$ cat src/rtl/errcap_pkg.sv
package errcap_pkg;
   localparam int REG_AW = 3;

   typedef enum logic [REG_AW-1:0] {
      REG_DETECT    = 3'd0,
      REG_ENABLE    = 3'd1,
      REG_CAP_ADDR  = 3'd2,
      REG_CAP_DEVID = 3'd3,
      REG_CAP_PTYPE = 3'd4
   } errcap_reg_e;
endpackage

$ cat src/rtl/errcap_regbus.sv
module errcap_regbus
   import errcap_pkg::*;
#(
   parameter int NUM_TYPES = 8,
   parameter int DATA_W    = 32,
   parameter int ADDR_W    = 32,
   parameter int DEVID_W   = 16,
   parameter int PTYPE_W   = 4
) (
   input  logic                 bus_wr,
   input  logic [REG_AW-1:0]    bus_addr,
   input  logic [NUM_TYPES-1:0] detect_q,
   input  logic [NUM_TYPES-1:0] enable_q,
   input  logic [ADDR_W-1:0]    cap_addr_q,
   input  logic [DEVID_W-1:0]   cap_devid_q,
   input  logic [PTYPE_W-1:0]   cap_ptype_q,
   output logic                 wr_detect,
   output logic                 wr_enable,
   output logic                 wr_cap_addr,
   output logic                 wr_cap_devid,
   output logic                 wr_cap_ptype,
   output logic [DATA_W-1:0]    bus_rdata
);
   errcap_reg_e sel;
   assign sel = errcap_reg_e'(bus_addr);

   assign wr_detect    = bus_wr && (sel == REG_DETECT);
   assign wr_enable    = bus_wr && (sel == REG_ENABLE);
   assign wr_cap_addr  = bus_wr && (sel == REG_CAP_ADDR);
   assign wr_cap_devid = bus_wr && (sel == REG_CAP_DEVID);
   assign wr_cap_ptype = bus_wr && (sel == REG_CAP_PTYPE);

   always_comb begin
      bus_rdata = '0;
      case (sel)
         REG_DETECT:    bus_rdata = DATA_W'(detect_q);
         REG_ENABLE:    bus_rdata = DATA_W'(enable_q);
         REG_CAP_ADDR:  bus_rdata = DATA_W'(cap_addr_q);
         REG_CAP_DEVID: bus_rdata = DATA_W'(cap_devid_q);
         REG_CAP_PTYPE: bus_rdata = DATA_W'(cap_ptype_q);
         default:       bus_rdata = '0;
      endcase
   end
endmodule

$ cat src/rtl/errcap_lock_ctrl.sv
module errcap_lock_ctrl #(
   parameter int NUM_TYPES = 8
) (
   input  logic                 clk,
   input  logic                 rst_n,
   input  logic [NUM_TYPES-1:0] evt_strobe,
   input  logic                 wr_detect,
   input  logic                 wr_enable,
   input  logic [NUM_TYPES-1:0] wdata_types,
   output logic [NUM_TYPES-1:0] detect_q,
   output logic [NUM_TYPES-1:0] enable_q,
   output logic                 lock_q,
   output logic                 unlock,
   output logic                 cap_load,
   output logic                 notify
);
   logic hw_hit, sw_hit, lock_held;

   assign unlock    = (wr_detect && (wdata_types == '0)) || wr_enable;
   assign lock_held = lock_q && !unlock;
   assign hw_hit    = |(evt_strobe & enable_q);
   assign sw_hit    = wr_detect && |(wdata_types & enable_q);
   assign cap_load  = hw_hit && !lock_held;
   assign notify    = |(detect_q & enable_q);

   always_ff @(posedge clk or negedge rst_n) begin
      if (!rst_n) begin
         detect_q <= '0;
         enable_q <= '0;
         lock_q   <= 1'b0;
      end else begin
         detect_q <= (wr_detect ? wdata_types : detect_q) | evt_strobe;
         if (wr_enable) enable_q <= wdata_types;
         lock_q   <= lock_held || hw_hit || sw_hit;
      end
   end

   a_r2_detect_sticky: assert property (@(posedge clk) disable iff (!rst_n)
      !wr_detect |=> ((detect_q & $past(detect_q)) == $past(detect_q)));

   a_r3_enabled_locks: assert property (@(posedge clk) disable iff (!rst_n)
      (|(evt_strobe & enable_q)) |=> lock_q);

   a_r5_zero_clears: assert property (@(posedge clk) disable iff (!rst_n)
      (wr_detect && wdata_types == '0 && evt_strobe == '0) |=> (detect_q == '0 && !lock_q));

   a_r12_no_spurious_lock: assert property (@(posedge clk) disable iff (!rst_n)
      (!lock_q && !wr_detect && !(|(evt_strobe & enable_q))) |=> !lock_q);
endmodule

$ cat src/rtl/errcap_capture.sv
module errcap_capture #(
   parameter int DATA_W     = 32,
   parameter int ADDR_W     = 32,
   parameter int DEVID_W    = 16,
   parameter int PTYPE_W    = 4,
   parameter bit KEEP_PTYPE = 1'b1
) (
   input  logic               clk,
   input  logic               rst_n,
   input  logic               cap_load,
   input  logic               lock_q,
   input  logic               unlock,
   input  logic               wr_cap_addr,
   input  logic               wr_cap_devid,
   input  logic               wr_cap_ptype,
   input  logic [DATA_W-1:0]  wdata,
   input  logic [ADDR_W-1:0]  evt_addr,
   input  logic [DEVID_W-1:0] evt_devid,
   input  logic [PTYPE_W-1:0] evt_ptype,
   output logic [ADDR_W-1:0]  cap_addr_q,
   output logic [DEVID_W-1:0] cap_devid_q,
   output logic [PTYPE_W-1:0] cap_ptype_q
);
   logic sw_open;
   assign sw_open = !lock_q && !cap_load;

   always_ff @(posedge clk or negedge rst_n) begin
      if (!rst_n) begin
         cap_addr_q  <= '0;
         cap_devid_q <= '0;
      end else if (cap_load) begin
         cap_addr_q  <= evt_addr;
         cap_devid_q <= evt_devid;
      end else if (sw_open) begin
         if (wr_cap_addr)  cap_addr_q  <= wdata[ADDR_W-1:0];
         if (wr_cap_devid) cap_devid_q <= wdata[DEVID_W-1:0];
      end
   end

   generate
      if (KEEP_PTYPE) begin : g_ptype
         always_ff @(posedge clk or negedge rst_n) begin
            if (!rst_n)                     cap_ptype_q <= '0;
            else if (cap_load)              cap_ptype_q <= evt_ptype;
            else if (sw_open && wr_cap_ptype) cap_ptype_q <= wdata[PTYPE_W-1:0];
         end
      end else begin : g_no_ptype
         assign cap_ptype_q = '0;
      end
   endgenerate

   a_r4_capture_frozen: assert property (@(posedge clk) disable iff (!rst_n)
      (lock_q && !unlock) |=> ($stable(cap_addr_q) && $stable(cap_devid_q) && $stable(cap_ptype_q)));

   a_r7_locked_write_ignored: assert property (@(posedge clk) disable iff (!rst_n)
      (lock_q && wr_cap_addr && !cap_load) |=> $stable(cap_addr_q));
endmodule

$ cat src/rtl/err_capture_lock.sv
module err_capture_lock
   import errcap_pkg::*;
#(
   parameter int NUM_TYPES  = 8,
   parameter int DATA_W     = 32,
   parameter int ADDR_W     = 32,
   parameter int DEVID_W    = 16,
   parameter int PTYPE_W    = 4,
   parameter bit KEEP_PTYPE = 1'b1
) (
   input  logic                 clk,
   input  logic                 rst_n,
   input  logic [NUM_TYPES-1:0] evt_strobe,
   input  logic [ADDR_W-1:0]    evt_addr,
   input  logic [DEVID_W-1:0]   evt_devid,
   input  logic [PTYPE_W-1:0]   evt_ptype,
   input  logic                 bus_wr,
   input  logic [2:0]           bus_addr,
   input  logic [DATA_W-1:0]    bus_wdata,
   output logic [DATA_W-1:0]    bus_rdata,
   output logic                 err_notify,
   output logic                 cap_locked
);
   generate
      if (NUM_TYPES < 1 || NUM_TYPES > DATA_W) begin : g_bad_types
         $error("NUM_TYPES must lie in 1..DATA_W");
      end
      if (ADDR_W > DATA_W || DEVID_W > DATA_W || PTYPE_W > DATA_W) begin : g_bad_attr
         $error("capture fields must fit in DATA_W");
      end
      if (REG_AW != 3) begin : g_bad_aw
         $error("register address width must be 3");
      end
   endgenerate

   logic [NUM_TYPES-1:0] detect_q, enable_q;
   logic [ADDR_W-1:0]    cap_addr_q;
   logic [DEVID_W-1:0]   cap_devid_q;
   logic [PTYPE_W-1:0]   cap_ptype_q;
   logic wr_detect, wr_enable, wr_cap_addr, wr_cap_devid, wr_cap_ptype;
   logic lock_q, unlock, cap_load;

   errcap_regbus #(
      .NUM_TYPES(NUM_TYPES), .DATA_W(DATA_W), .ADDR_W(ADDR_W),
      .DEVID_W(DEVID_W), .PTYPE_W(PTYPE_W)
   ) u_regbus (
      .bus_wr(bus_wr), .bus_addr(bus_addr),
      .detect_q(detect_q), .enable_q(enable_q),
      .cap_addr_q(cap_addr_q), .cap_devid_q(cap_devid_q), .cap_ptype_q(cap_ptype_q),
      .wr_detect(wr_detect), .wr_enable(wr_enable),
      .wr_cap_addr(wr_cap_addr), .wr_cap_devid(wr_cap_devid), .wr_cap_ptype(wr_cap_ptype),
      .bus_rdata(bus_rdata)
   );

   errcap_lock_ctrl #(.NUM_TYPES(NUM_TYPES)) u_lock (
      .clk(clk), .rst_n(rst_n), .evt_strobe(evt_strobe),
      .wr_detect(wr_detect), .wr_enable(wr_enable),
      .wdata_types(bus_wdata[NUM_TYPES-1:0]),
      .detect_q(detect_q), .enable_q(enable_q), .lock_q(lock_q),
      .unlock(unlock), .cap_load(cap_load), .notify(err_notify)
   );

   errcap_capture #(
      .DATA_W(DATA_W), .ADDR_W(ADDR_W), .DEVID_W(DEVID_W),
      .PTYPE_W(PTYPE_W), .KEEP_PTYPE(KEEP_PTYPE)
   ) u_capture (
      .clk(clk), .rst_n(rst_n), .cap_load(cap_load), .lock_q(lock_q), .unlock(unlock),
      .wr_cap_addr(wr_cap_addr), .wr_cap_devid(wr_cap_devid), .wr_cap_ptype(wr_cap_ptype),
      .wdata(bus_wdata), .evt_addr(evt_addr), .evt_devid(evt_devid), .evt_ptype(evt_ptype),
      .cap_addr_q(cap_addr_q), .cap_devid_q(cap_devid_q), .cap_ptype_q(cap_ptype_q)
   );

   assign cap_locked = lock_q;

   a_r9_notify_needs_enable: assert property (@(posedge clk) disable iff (!rst_n)
      (enable_q == '0) |-> !err_notify);
endmodule

$ cat config.mk
export PLATFORM = sky130hd
export DESIGN_NAME = err_capture_lock
export DESIGN_NICKNAME = d
export VERILOG_FILES = /design/src/rtl/errcap_pkg.sv /design/src/rtl/errcap_regbus.sv /design/src/rtl/errcap_lock_ctrl.sv /design/src/rtl/errcap_capture.sv /design/src/rtl/err_capture_lock.sv
export SDC_FILE = /design/constraint.sdc
export NUM_CORES = 1
export LEC_CHECK = 0
export ABC_CLOCK_PERIOD_IN_PS = 5000
export BUFFER_PORTS_ARGS = -buffer_cell sky130_fd_sc_hd__buf_2
export CAP_MARGIN = 20
export CORE_UTILIZATION = 55
export CTS_BUF_LIST = sky130_fd_sc_hd__clkbuf_4 sky130_fd_sc_hd__clkbuf_8 sky130_fd_sc_hd__clkbuf_16
export CTS_CLUSTER_SIZE = 24
export DETAILED_ROUTE_END_ITERATION = 7
export PLACE_DENSITY = 0.86
export SLEW_MARGIN = 20
export SYNTH_ARGS = -nofsm -noshare
export SYNTH_HDL_FRONTEND = slang
export SYNTH_SLANG_ARGS = --single-unit
$ cat constraint.sdc
create_clock -name clk -period 5 [get_ports clk]
set_input_delay 1 -clock clk [delete_from_list [all_inputs] [get_ports clk]]
set_output_delay 1 -clock clk [all_outputs]
set_load 0.02 [all_outputs]
# Yosys cells after proc, flatten, opt, wreduce, memory -nomap -nowiden
# Index checks and enable logic that the tools add are counted.
[classes] eq_ne=4 muxes=10 bitwise=4 n_reduce_logical=29
[op_table] op="one-hot mux 32 bit (5 select lines)" n=1
[op_table] op="two-way mux 32 bit" n=3
[op_table] op="two-way mux 16 bit" n=3
[op_table] op="bitwise AND 8 bit" n=3
[op_table] op="OR reduction 8 bit" n=3
[op_table] op="logical AND 1 bit" n=11
[op_table] op="zero test 8 bit" n=1
[op_table] op="two-way mux 4 bit" n=2
[op_table] op="two-way mux 8 bit" n=1
[op_table] op="bitwise OR 8 bit" n=1
[op_table] op="nonzero test 2 bit" n=4
[op_table] op="== test 3 x 2 -> 1 bit, second input constant" n=2
[op_table] op="zero test 1 bit" n=4
[op_table] op="AND reduction 2 bit" n=2
[op_table] op="== test 3 x 1 -> 1 bit, second input constant" n=1
[op_table] op="== test 3 bit, second input constant" n=1
[op_table] op="zero test 3 bit" n=1
[op_table] op="logical OR 1 bit" n=3
[totals] ff_bits=69 inputBits=98 out_inout_bits=34 wordCells=53

# Logic depth before layout (Yosys ltp)
# Gate-level depths: netlist (run 1).
[depth] word_depth=13 mapped_depth=7 depth_no_buf=4

# Hierarchy
# A second synthesis (run 1) with hierarchy kept.
[hier_totals] cells_unflattened=408 hier_area_um2=4396.7
[by_module_without_submodules] mod="errcap_capture" instances=1 cells_per_inst=264 area_per_inst_um2=2959.1 seq_area_each_um2=1301.2
[by_module_without_submodules] mod="errcap_lock_ctrl" instances=1 cells_per_inst=65 area_per_inst_um2=817.0 seq_area_each_um2=425.4
[by_module_without_submodules] mod="errcap_regbus" instances=1 cells_per_inst=79 area_per_inst_um2=620.6 seq_area_each_um2=0.0

# Worst setup path before layout (run 1)
# OpenSTA, ideal clock, no wires.
[synth_timing] path_kind="input-to-output" startpoint="input bus_addr[1]" endpoint="output bus_rdata[0]" t_arrival_ns=2.190 required_ns=4.000 slack_ns=1.810 path_stages=6 path_buffers=2 cell_sequence="buf_4 -> buf_1 -> mux2i_1 -> nor2_1 -> a21oi_1 -> o22ai_1"
[synth_between] elab_chain_cells=2 word_cells_on_any_way=6 classes_between="eq/ne (4); mux (1); reduce/logical (1)"
[synth_lines] item="start: declaration" line="err_capture_lock.sv:18" rtl="input logic [2:0] bus_addr,"
[synth_lines] item="== test 3 bit (tied with other cells)" line="errcap_regbus.sv:35" rtl="case (sel)"
[synth_lines] item="one-hot mux 32 bit (5 select lines) *" line="errcap_regbus.sv:35"
[synth_lines] item="end: declaration" line="err_capture_lock.sv:20" rtl="output logic [DATA_W-1:0] bus_rdata,"
# Every way passes the cells marked *; elsewhere a longest branch is shown, timed or not.

# Worst setup path after layout (run 1)
[layout_timing] startpoint="input bus_addr[0]" endpoint="output bus_rdata[7]"
# The elaborated chain is that of the path after synthesis.

==> summary.md, run 1 <==
| Metric | Value |
|---|---|
| Outcome | finished clean |
| Design Area, Final | 0.00488 mm2 |
| Kind of critical path | input pin to output pin |
| Die Area | 0.00756 mm2 |
| Initial antenna violation count | 0 |
| Gate Count Post-Synth | 307 |
| Routability cong. | 0.887 |
| Area share of the leading cell type in the synthesized netlist | 0.435 |
| #FFs+latches synth | 69 |
| IO buf count | 131 |
| Final worst-path cycle share | 0.684 |
| Switching share of power | 0.277 |
| Antenna viol nets, final | 0 |
| Clock power share | 0.244 |
| GRT Overall Usage | 0.258 |
| Die width | 86.9 um |
| Cell taking the most area after synthesis | dfrtp_1 |
| Final core occ | 0.710 |
| Hold WC Path Type | flip-flop to flip-flop |
| Clock Skew | 3.93 ps |
| ANT cells | 0 |
| Unrepaired setup endpoints after global routing | false |
| Top achievable clock speed | 0.292 GHz |
| Synthesized area per cell | 12.9 um2 |
| Yosys cell types | 30 |
| Reg power frac | 0.429 |
| Clk sinks | 69 |
| Clk pin slew, worst setup/hold paths | 70 ps |
| Global-route wire length before repair | 14.4 mm |
| Drt total wl | 9.20 mm |
| Postcts setup bufs | 0 |
| Vias per inst | 5.60 |
| TritonRoute pass-1 iters | 4 |
| Post-Syn Area | 0.00397 mm2 |
| Logic pwr share | 0.327 |
| DRC errors left | 0 |
| CTS tree | done |
| Crit-path max FO | 22 |
| Worst-Margin Slew | 880 ps |
| Number of H-tree levels | 3 |
| Initial core utilization | 0.578 |
| Vias in the first global route | 3013 |
| CTS Buf Count | 9 |
| Slew Viols, Final | 0 |
| Clk Latency, worst-skew pair | 350 ps |
| Ranking of synthesized cells by area | dfrtp_1, mux2_2, mux2i_1, and2_1, a22oi_1 |
| Max-cap violations | 0 |
| Post-CTS Resized | 0 |
| Final worst path period need | 3420 ps |
| Row count | 30 |
| LEAKAGE | 2.32 nW |
| GRT overflow | 0 |
| Max VDD drop | 0.000226 V |
| Largest net degree at the start of global routing | 70 |
| Type of origin of the critical path | input pin |
| Req. time, crit path | 4000 ps |
| YS warnings | 0 |
| Vias | 2996 |
| Internal power | 1.54 mW |
| Setup TNS | 0 ps |
| Mapped Nets | 405 |
| Pwr/cell area | 437 mW/mm2 |
| Nets@finish | 532 |
| Final setup fails | 0 |
| Most frequent cells in the layout | buf_2, mux2_2, dfrtp_1, mux2i_1, and2_1 |
| Core area | 0.00687 mm2 |
| Critical path arrival | 2420 ps |
| Area delta synth->final | 22.9% |
| Root buf cell | clkbuf_8 |
| Slew margin rel. | 0.411 |
| Commonest non-fill, non-tap cell in the layout | buf_2 |
| Filler cells | 533 |
| Wire length per cell | 17.2 um |
| Area after DPL | 0.00465 mm2 |
| Post-DP HPWL | 6.58 mm |
| I/O pin count | 132 |
| Inst Count DP | 519 |
| Worst Setup End Kind | output pin |
| Die H | 86.9 um |
| Endpoints failing hold | 0 |
| P_sw | 0.591 mW |
| Max clock buf depth | 2 |
| Initial DRC Count | 294 |
| Ratio of cells with drive above 1 in the final layout | 0.608 |
| Final Non-Filler Cells | 535 |
| Cts hold-fix bufs | 0 |
| Sequential fraction of the synthesis area | 0.435 |
per-layer routing:
layer | global-route usage | share of wire | up-vias
met5 | 0 | 0 | -
met4 | 0.115 | 0.026 | 0
met3 | 0.0626 | 0.076 | 22
met2 | 0.429 | 0.51 | 127
met1 | 0.319 | 0.39 | 1461
li1 | - | - | 1386
logic make-up (layout without fill, tap and decap cells):
family	Yosys count	after routing	share of synthesized area
DFF	69	69	0.435
muxes	132	132	0.381
AOI/OAI and AO/OA	31	31	0.0583
and+or+nand+nor	57	57	0.0955
buffers and inverters	18	150	0.0303
critical path, cell delays in order:
cell     delay, ps
buf_2          500
mux4_2         570
nor2b_1        160
buf_2          180
per-stage QoR:
stage          hold slack (ps)  worst slack [ps]  total power [mW]
6_report                   618              1580              2.13
5_1_grt                    641              1500              2.26
4_1_cts                    622              1580              2.14
3_5_place_dp               594              1390              1.62
3_3_place_gp               580              1470              1.57
2_1_floorplan              544              1810              1.43
final timing paths:
check | from | to | slack, ps | cells past startpoint
worst max-delay path | bus_addr[0] | bus_rdata[7] | 1580 | 4
worst min-delay path | u_capture.cap_addr_q[23] | u_capture.cap_addr_q[23] | 620 | 2
worst max register to register | u_lock.enable_q[3] | u_capture.cap_addr_q[1] | 2750 | 5
worst min register to register | u_capture.cap_addr_q[23] | u_capture.cap_addr_q[23] | 620 | 2
max in group asynchronous | rst_n | u_capture.cap_devid_q[12] | 3600 | 2
min in group asynchronous | rst_n | u_capture.cap_addr_q[6] | 850 | 2
area by class of cell:
class	instances	area, um2	share of cell area
Timing Repair Buffer	134	678	0.139
Clock inverter	4	70.1	0.0144
Tap cell	96	120	0.0246
Multi-Input combinational cell	220	2120	0.435
Sequential cell	69	1730	0.354
Clock buffer	12	159	0.0326
power by group through the flow:
stage / combinational (mW) / sequential [mW] / clock [mW]
after floorplan: 0.553 / 0.877 / 0
after global placement: 0.667 / 0.907 / 0
after detailed placement: 0.697 / 0.923 / 0
after CTS: 0.703 / 0.913 / 0.528
after global routing: 0.760 / 0.939 / 0.560
final: 0.696 / 0.915 / 0.519
flip-flops by register name (all words and copies together) (netlist names):
name                   cells
u_capture.cap_addr_q      32
u_capture.cap_devid_q     16
u_capture.cap_ptype_q      4
u_lock.enable_q            8
u_lock.detect_q            8
u_lock.lock_q              1
cells in the mapped netlist, drive strengths merged:
cell and number:
nand4b 1, nor4 2, dfrtp 69, o21ai 2
nand2 1, clkbuf 6, nand4 3, a22oi 12
mux2i 16, buf 12, and2 16, a211o 8
and3 1, mux2 112, nor3b 1, a21oi 5
and3b 1, o22ai 4, nor4b 1, nor2b 14
nand2b 3, nor2 12, mux4 4, and4bb 1
No activity file was read; power rests on OpenSTA's default activity.
==> run 2: changes to the inputs <==
--- a/config.mk
+++ b/config.mk
@@ -5,14 +5,14 @@
 export SDC_FILE = /design/constraint.sdc
 export NUM_CORES = 1
 export LEC_CHECK = 0
-export ABC_CLOCK_PERIOD_IN_PS = 5000
+export ABC_CLOCK_PERIOD_IN_PS = 3100
 export BUFFER_PORTS_ARGS = -buffer_cell sky130_fd_sc_hd__buf_2
 export CAP_MARGIN = 20
-export CORE_UTILIZATION = 55
+export CORE_UTILIZATION = 46
 export CTS_BUF_LIST = sky130_fd_sc_hd__clkbuf_4 sky130_fd_sc_hd__clkbuf_8 sky130_fd_sc_hd__clkbuf_16
 export CTS_CLUSTER_SIZE = 24
 export DETAILED_ROUTE_END_ITERATION = 7
-export PLACE_DENSITY = 0.86
+export PLACE_DENSITY = 0.77
 export SLEW_MARGIN = 20
 export SYNTH_ARGS = -nofsm -noshare
 export SYNTH_HDL_FRONTEND = slang
==> constraint.sdc (replaced) <==
create_clock -name clk -period 3.1 [get_ports clk]
set_input_delay 0.62 -clock clk [delete_from_list [all_inputs] [get_ports clk]]
set_output_delay 0.62 -clock clk [all_outputs]
set_load 0.02 [all_outputs]
==> run 2 against run 1 <==
Effect of this change:
- sequential power is 61% higher
- clock skew is 5.9 ps higher
- total power is 56% higher
- sequential cell count stayed put
- critical path depth stayed put
- die area is 19% higher
- worst setup slack worse by 1100 ps
- via count is 0.13% higher
- first-iteration DRC count is 48% lower
- non-clock buffer count is 7 higher
- combinational power is 61% higher
- critical endpoint is now bus_rdata[6]
- largest cell class unchanged
- largest power group unchanged
==> summary.md, run 2 (same netlist as run 1, synthesis figures left out) <==
| Metric | Value |
|---|---|
| GRT Overall Usage | 0.223 (-0.0355) |
| Vias in the first global route | 3069 (+1.9%) |
| Clk pin slew, worst setup/hold paths | 70 ps (about the same) |
| Worst-Margin Slew | 971 ps (+91.1 ps) |
| Cts hold-fix bufs | 0 (unchanged) |
| Vias | 3000 (+0.13%) |
| Crit path from | bus_addr[0] |
| Largest register FFs | 32 (unchanged) |
| Slew Viols, Final | 0 (unchanged) |
| Req. time, crit path | 2480 ps (-1520 ps) |
| Total Power | 3.32 mW (+56%) |
| End of the critical path | bus_rdata[6] |
| Antenna viol nets, final | 0 (unchanged) |
| Row count | 33 (+10%) |
| Clk Latency, worst-skew pair | 340 ps (about the same) |
| Unrepaired setup endpoints after global routing | false |
| Pwr/cell area | 674 mW/mm2 (+54%) |
| Clock Skew | 9.82 ps (+5.89 ps) |
| Most frequent cells in the layout | buf_2, mux2_2, dfrtp_1, mux2i_1, and2_1 |
| Kind of critical path | input pin to output pin |
| Critical path arrival | 2050 ps (-370 ps) |
| Type of origin of the critical path | input pin |
| I/O pin count | 132 (unchanged) |
| Initial DRC Count | 152 (-48%) |
| RR Endpoint | u_capture.cap_addr_q[17] |
| Final worst-path cycle share | 0.861 |
| Max VDD drop | 0.000359 V (+59%) |
| Slew margin rel. | 0.352 (-0.0583) |
| TritonRoute pass-1 iters | 4 (unchanged) |
| Initial core utilization | 0.478 (-0.0996) |
| Vias per inst | 5.45 (-2.6%) |
| Hold WC Path Type | input pin to async pin |
| LEAKAGE | 2.34 nW (+0.98%) |
| Largest net degree at the start of global routing | 44 (-37%) |
| Routability cong. | 0.894 (+0.80%) |
| CTS Buf Count | 9 (unchanged) |
| Endpoints failing hold | 0 (unchanged) |
| WHS | 436 ps (-183 ps) |
| Area delta synth->final | 23.9% |
| CTS tree | done |
| Top flop regs | u_capture.cap_addr_q x32, u_capture.cap_devid_q x16 |
| Number of H-tree levels | 3 (unchanged) |
| Max-cap violations | 0 (unchanged) |
| Commonest non-fill, non-tap cell in the layout | buf_2 |
| Core area | 0.00830 mm2 (+21%) |
| Die H | 94.9 um (+9.1%) |
| Worst reg-to-reg path cell count | 5 (unchanged) |
| Post-DP HPWL | 6.93 mm (+5.3%) |
| ANT cells | 0 (unchanged) |
| GRT overflow | 0 (unchanged) |
| Postcts setup bufs | 0 (unchanged) |
| IO buf count | 131 (unchanged) |
| Outcome | finished clean |
| Worst Setup End Kind | output pin |
| Die width | 94.9 um (+9.1%) |
| Clk sinks | 69 (unchanged) |
| Max clock buf depth | 2 (unchanged) |
| RR Startpoint | u_lock.lock_q |
| Ratio of cells with drive above 1 in the final layout | 0.613 (+0.00528) |
| DRC errors left | 0 (unchanged) |
| Setup TNS | 0 ps (unchanged) |
| Final setup fails | 0 (unchanged) |
| Die Area | 0.00900 mm2 (+19%) |
| Post-CTS Resized | 0 (unchanged) |
| Initial antenna violation count | 0 (unchanged) |
| Crit-path max FO | 22 (unchanged) |
| Nets@finish | 539 (+1.3%) |
| Root buf cell | clkbuf_8 |
| FF-to-FF setup slack | 1140 ps (-1610 ps) |
| Top achievable clock speed | 0.375 GHz |
| Top reg by flops | u_capture.cap_addr_q |
| Wire length per cell | 17.2 um (+0.30%) |
| Global-route wire length before repair | 14.9 mm (+3.2%) |
| Drt total wl | 9.49 mm (+3.1%) |
| Final worst path period need | 2670 ps |
| Filler cells | 730 (+37%) |
==> run 2: changes by cell type in the layout (fill, tap and decap cells not counted) <==
cell / before / now
buf_4: 3 / 9
buf_12: 0 / 1
bufinv_16: 2 / 1
clkbuf_8: 11 / 10
clkinv_4: 0 / 1
==> run 2: worst min path at each step <==
stage	from	to	slack, ps	cells past startpoint
floorplan	rst_n	u_capture.cap_addr_q[0]	320	0
global placement	u_lock.enable_q[5]	u_lock.enable_q[5]	580	1
detailed placement	u_lock.enable_q[5]	u_lock.enable_q[5]	590	1
CTS	rst_n	u_capture.cap_devid_q[4]	450	1
global route	evt_addr[23]	u_capture.cap_addr_q[23]	460	2
finish	rst_n	u_capture.cap_devid_q[6]	440	1
==> run 2: final cells by class <==
class,count,area [um2],share of cell area
Clock buffer,11,145,0.0295
Clock inverter,4,48.8,0.00992
Multi-Input combinational cell,220,2120,0.432
Sequential cell,69,1730,0.351
Tap cell,105,131,0.0267
Timing Repair Buffer,141,743,0.151
==> run 2: through the flow <==
| stage | cells | utilization | instance area [um2] | worst slack [ps] |
|---|---|---|---|---|
| 2_1_floorplan | 307 | - | 3970 | 670 |
| 6_report | 550 | 0.592 | 4920 | 432 |
| 3_3_place_gp | 535 | 0.569 | 4720 | 451 |
| 4_1_cts | 550 | 0.592 | 4920 | 427 |
| 5_1_grt | 550 | 0.592 | 4920 | 370 |
| 3_5_place_dp | 535 | 0.569 | 4720 | 426 |
==> run 2: worst max-delay path, stage by stage <==
cell and delay, ps:
buf_2 530, mux4_2 580, nor2b_1 140, buf_2 170
==> run 2: metal layers <==
metal	global-route usage	share of wire	up-vias
met5	0	0	-
met3	0.0620	0.071	15
met4	0.0985	0.018	0
li1	-	-	1402
met2	0.357	0.50	107
met1	0.280	0.41	1476
==> run 2: where the power goes <==
group          total, mW  leakage (nW)  internal (mW)  switching (mW)
logic               1.12          1.44          0.711           0.409
clock network      0.723         0.103          0.397           0.326
registers           1.47         0.801           1.27           0.201
total               3.32          2.34           2.38           0.937
==> run 3: changes to the inputs <==
--- a/config.mk
+++ b/config.mk
@@ -6,7 +6,7 @@
 export NUM_CORES = 1
 export LEC_CHECK = 0
 export ABC_CLOCK_PERIOD_IN_PS = 3100
-export BUFFER_PORTS_ARGS = -buffer_cell sky130_fd_sc_hd__buf_2
+export BUFFER_PORTS_ARGS = -buffer_cell sky130_fd_sc_hd__buf_4
 export CAP_MARGIN = 20
 export CORE_UTILIZATION = 46
 export CTS_BUF_LIST = sky130_fd_sc_hd__clkbuf_4 sky130_fd_sc_hd__clkbuf_8 sky130_fd_sc_hd__clkbuf_16
==> run 3 against run 2 <==
Effect of this change:
- design area increased by 7.8%
- hold slack got worse by 46 ps
- clock power increased by 26%
- non-clock buffer count decreased by 2
- total power increased by 7.9%
==> summary.md, run 3 (same netlist as run 1, synthesis figures left out) <==
| Metric | Value |
|---|---|
| Wire length per cell | 18.0 um (+4.1%) |
| I/O pin count | 132 (unchanged) |
| Die Area | 0.00900 mm2 (unchanged) |
| Drt total wl | 9.86 mm (+3.9%) |
| P_sw | 0.963 mW (+2.8%) |
| Design Area, Final | 0.00530 mm2 (+7.8%) |
| Hold WC Path Type | input pin to async pin |
| ANT cells | 0 (unchanged) |
| Die H | 94.9 um (unchanged) |
| Final worst-path cycle share | 0.785 (-0.0757) |
| Crit-path max FO | 22 (unchanged) |
| Top reg by flops | u_capture.cap_addr_q |
| Largest net degree at the start of global routing | 70 (+59%) |
| GRT overflow | 0 (unchanged) |
| Endpoints failing hold | 0 (unchanged) |
| IO buf count | 131 (unchanged) |
| CP max-delay cell | mux4_2 |
| Req. time, crit path | 2480 ps (about the same) |
| GRT Overall Usage | 0.228 (+0.00543) |
| Slew margin rel. | 0.412 (+0.0592) |
| Switching share of power | 0.269 (-0.0135) |
| Area delta synth->final | 33.5% |
| Logic pwr share | 0.333 (-0.005) |
| Outcome | finished clean |
| Max clock buf depth | 2 (unchanged) |
| Vias | 3006 (+0.20%) |
| Top cell by count, worst path | buf_4 |
| FF-to-FF setup slack | 1240 ps (+100 ps) |
| Crit path from | bus_addr[0] |
| Vias per inst | 5.48 (+0.38%) |
| Row count | 33 (unchanged) |
| Worst reg-to-reg path cell count | 4 (-1) |
| Commonest non-fill, non-tap cell in the layout | buf_4 |
| Area after DPL | 0.00505 mm2 (+6.9%) |
| LEAKAGE | 2.45 nW (+4.7%) |
| Crit path cell chain | buf_4 -> mux4_2 -> nor2b_1 -> buf_4 |
| Max-cap violations | 0 (unchanged) |
| Die width | 94.9 um (unchanged) |
| Root buf cell | clkbuf_8 |
| Core area | 0.00830 mm2 (unchanged) |
| Cts hold-fix bufs | 0 (unchanged) |
| Global-route wire length before repair | 15.3 mm (+2.7%) |
| Vias in the first global route | 3065 (-0.13%) |
| Most frequent cells in the layout | buf_4, mux2_2, dfrtp_1, mux2i_1, and2_1 |
| Clk pin slew, worst setup/hold paths | 80 ps (about the same) |
| Initial core utilization | 0.478 (unchanged) |
| Clock Skew | 11.5 ps (+1.67 ps) |
| Number of H-tree levels | 3 (unchanged) |
| Largest register FFs | 32 (unchanged) |
| Reg power frac | 0.411 (-0.033) |
| Worst Path Buf+Inv | 2 (unchanged) |
| Pwr/cell area | 675 mW/mm2 (+0.14%) |
| Clk sinks | 69 (unchanged) |
| Top achievable clock speed | 0.411 GHz (+9.6%) |
| DRC errors left | 0 (unchanged) |
| Post-DP HPWL | 7.11 mm (+2.7%) |
| Setup TNS | 0 ps (unchanged) |
| Critical Path Stages | 4 (unchanged) |
| Initial antenna violation count | 0 (unchanged) |
| Routability cong. | 0.902 (+0.87%) |
| Ratio of cells with drive above 1 in the final layout | 0.613 (-0.000871) |
| CTS tree | done |
| Nets@finish | 537 (-0.37%) |
| Critical path arrival | 1810 ps (-240 ps) |
| Internal power | 2.62 mW (+10%) |
| Kind of critical path | input pin to output pin |
| Antenna viol nets, final | 0 (unchanged) |
| Clock power share | 0.255 (+0.037) |
| CTS Buf Count | 9 (unchanged) |
| TritonRoute pass-1 iters | 4 (unchanged) |
| Slew Viols, Final | 0 (unchanged) |
| Unrepaired setup endpoints after global routing | false |
| RR Startpoint | u_lock.lock_q |
| Worst-Margin Slew | 883 ps (-88.7 ps) |
| Worst Setup End Kind | output pin |
| Top flop regs | u_capture.cap_addr_q x32, u_capture.cap_devid_q x16 |
| Final setup fails | 0 (unchanged) |
| Clk Latency, worst-skew pair | 340 ps (about the same) |
| RR Endpoint | u_capture.cap_ptype_q[1] |
| Post-CTS Resized | 0 (unchanged) |
| Max VDD drop | 0.000335 V (-6.6%) |
| Crit-path max cell delay | 540 ps (-40 ps) |
| Postcts setup bufs | 0 (unchanged) |
| Type of origin of the critical path | input pin |
| Final worst path period need | 2430 ps (-235 ps) |
| CP delay by family, top | multiplexers |
| Initial DRC Count | 108 (-29%) |
| End of the critical path | bus_rdata[5] |
run 3: cell count changes in the layout (fill, tap and decap cells not counted):
cell        before  now
clkinv_2         2    0
clkinv_4         1    0
buf_2          131    0
clkinvlp_4       0    1
bufinv_16        1    3
buf_4            9  137
buf_12           1    2
inv_6            0    1
run 3: through the flow:
stage	total power, mW	utilization	setup slack, ps	hold WS (ps)	instances
final	3.58	0.639	667	389	549
after global routing	3.79	0.639	551	451	549
after CTS	3.62	0.639	663	428	549
after detailed placement	2.69	0.608	652	598	533
after global placement	2.62	0.608	671	587	533
after floorplan	2.31	-	670	324	307
run 3: how the worst min path moves through the flow:
stage / start / endpoint / slack [ps]
final: rst_n / u_capture.cap_devid_q[7] / 390
after global routing: rst_n / u_capture.cap_devid_q[7] / 450
after CTS: rst_n / u_capture.cap_addr_q[6] / 430
after detailed placement: u_capture.cap_addr_q[30] / u_capture.cap_addr_q[30] / 600
after global placement: u_capture.cap_addr_q[23] / u_capture.cap_addr_q[23] / 590
after floorplan: rst_n / u_capture.cap_addr_q[0] / 320
run 3: routing by layer:
| metal | global-route usage | part of all wire | vias up |
|---|---|---|---|
| met5 | 0 | 0 | - |
| met1 | 0.282 | 0.41 | 1484 |
| li1 | - | - | 1401 |
| met2 | 0.382 | 0.50 | 106 |
| met4 | 0.0821 | 0.020 | 0 |
| met3 | 0.0604 | 0.067 | 15 |
run 3: power groups by stage:
stage	registers (mW)	logic, mW	clock network (mW)
6_report	1.47	1.19	0.914
5_1_grt	1.52	1.30	0.971
4_1_cts	1.47	1.21	0.937
3_3_place_gp	1.46	1.16	0
3_5_place_dp	1.49	1.20	0
2_1_floorplan	1.41	0.892	0
run 3: cell type report:
class	instances	area, um2
clock buffer	11	145
timing repair buffer	139	1070
multi-input combinational	220	2120
tap	105	131
fill	680	3000
sequential	69	1730
clock inverter	5	106
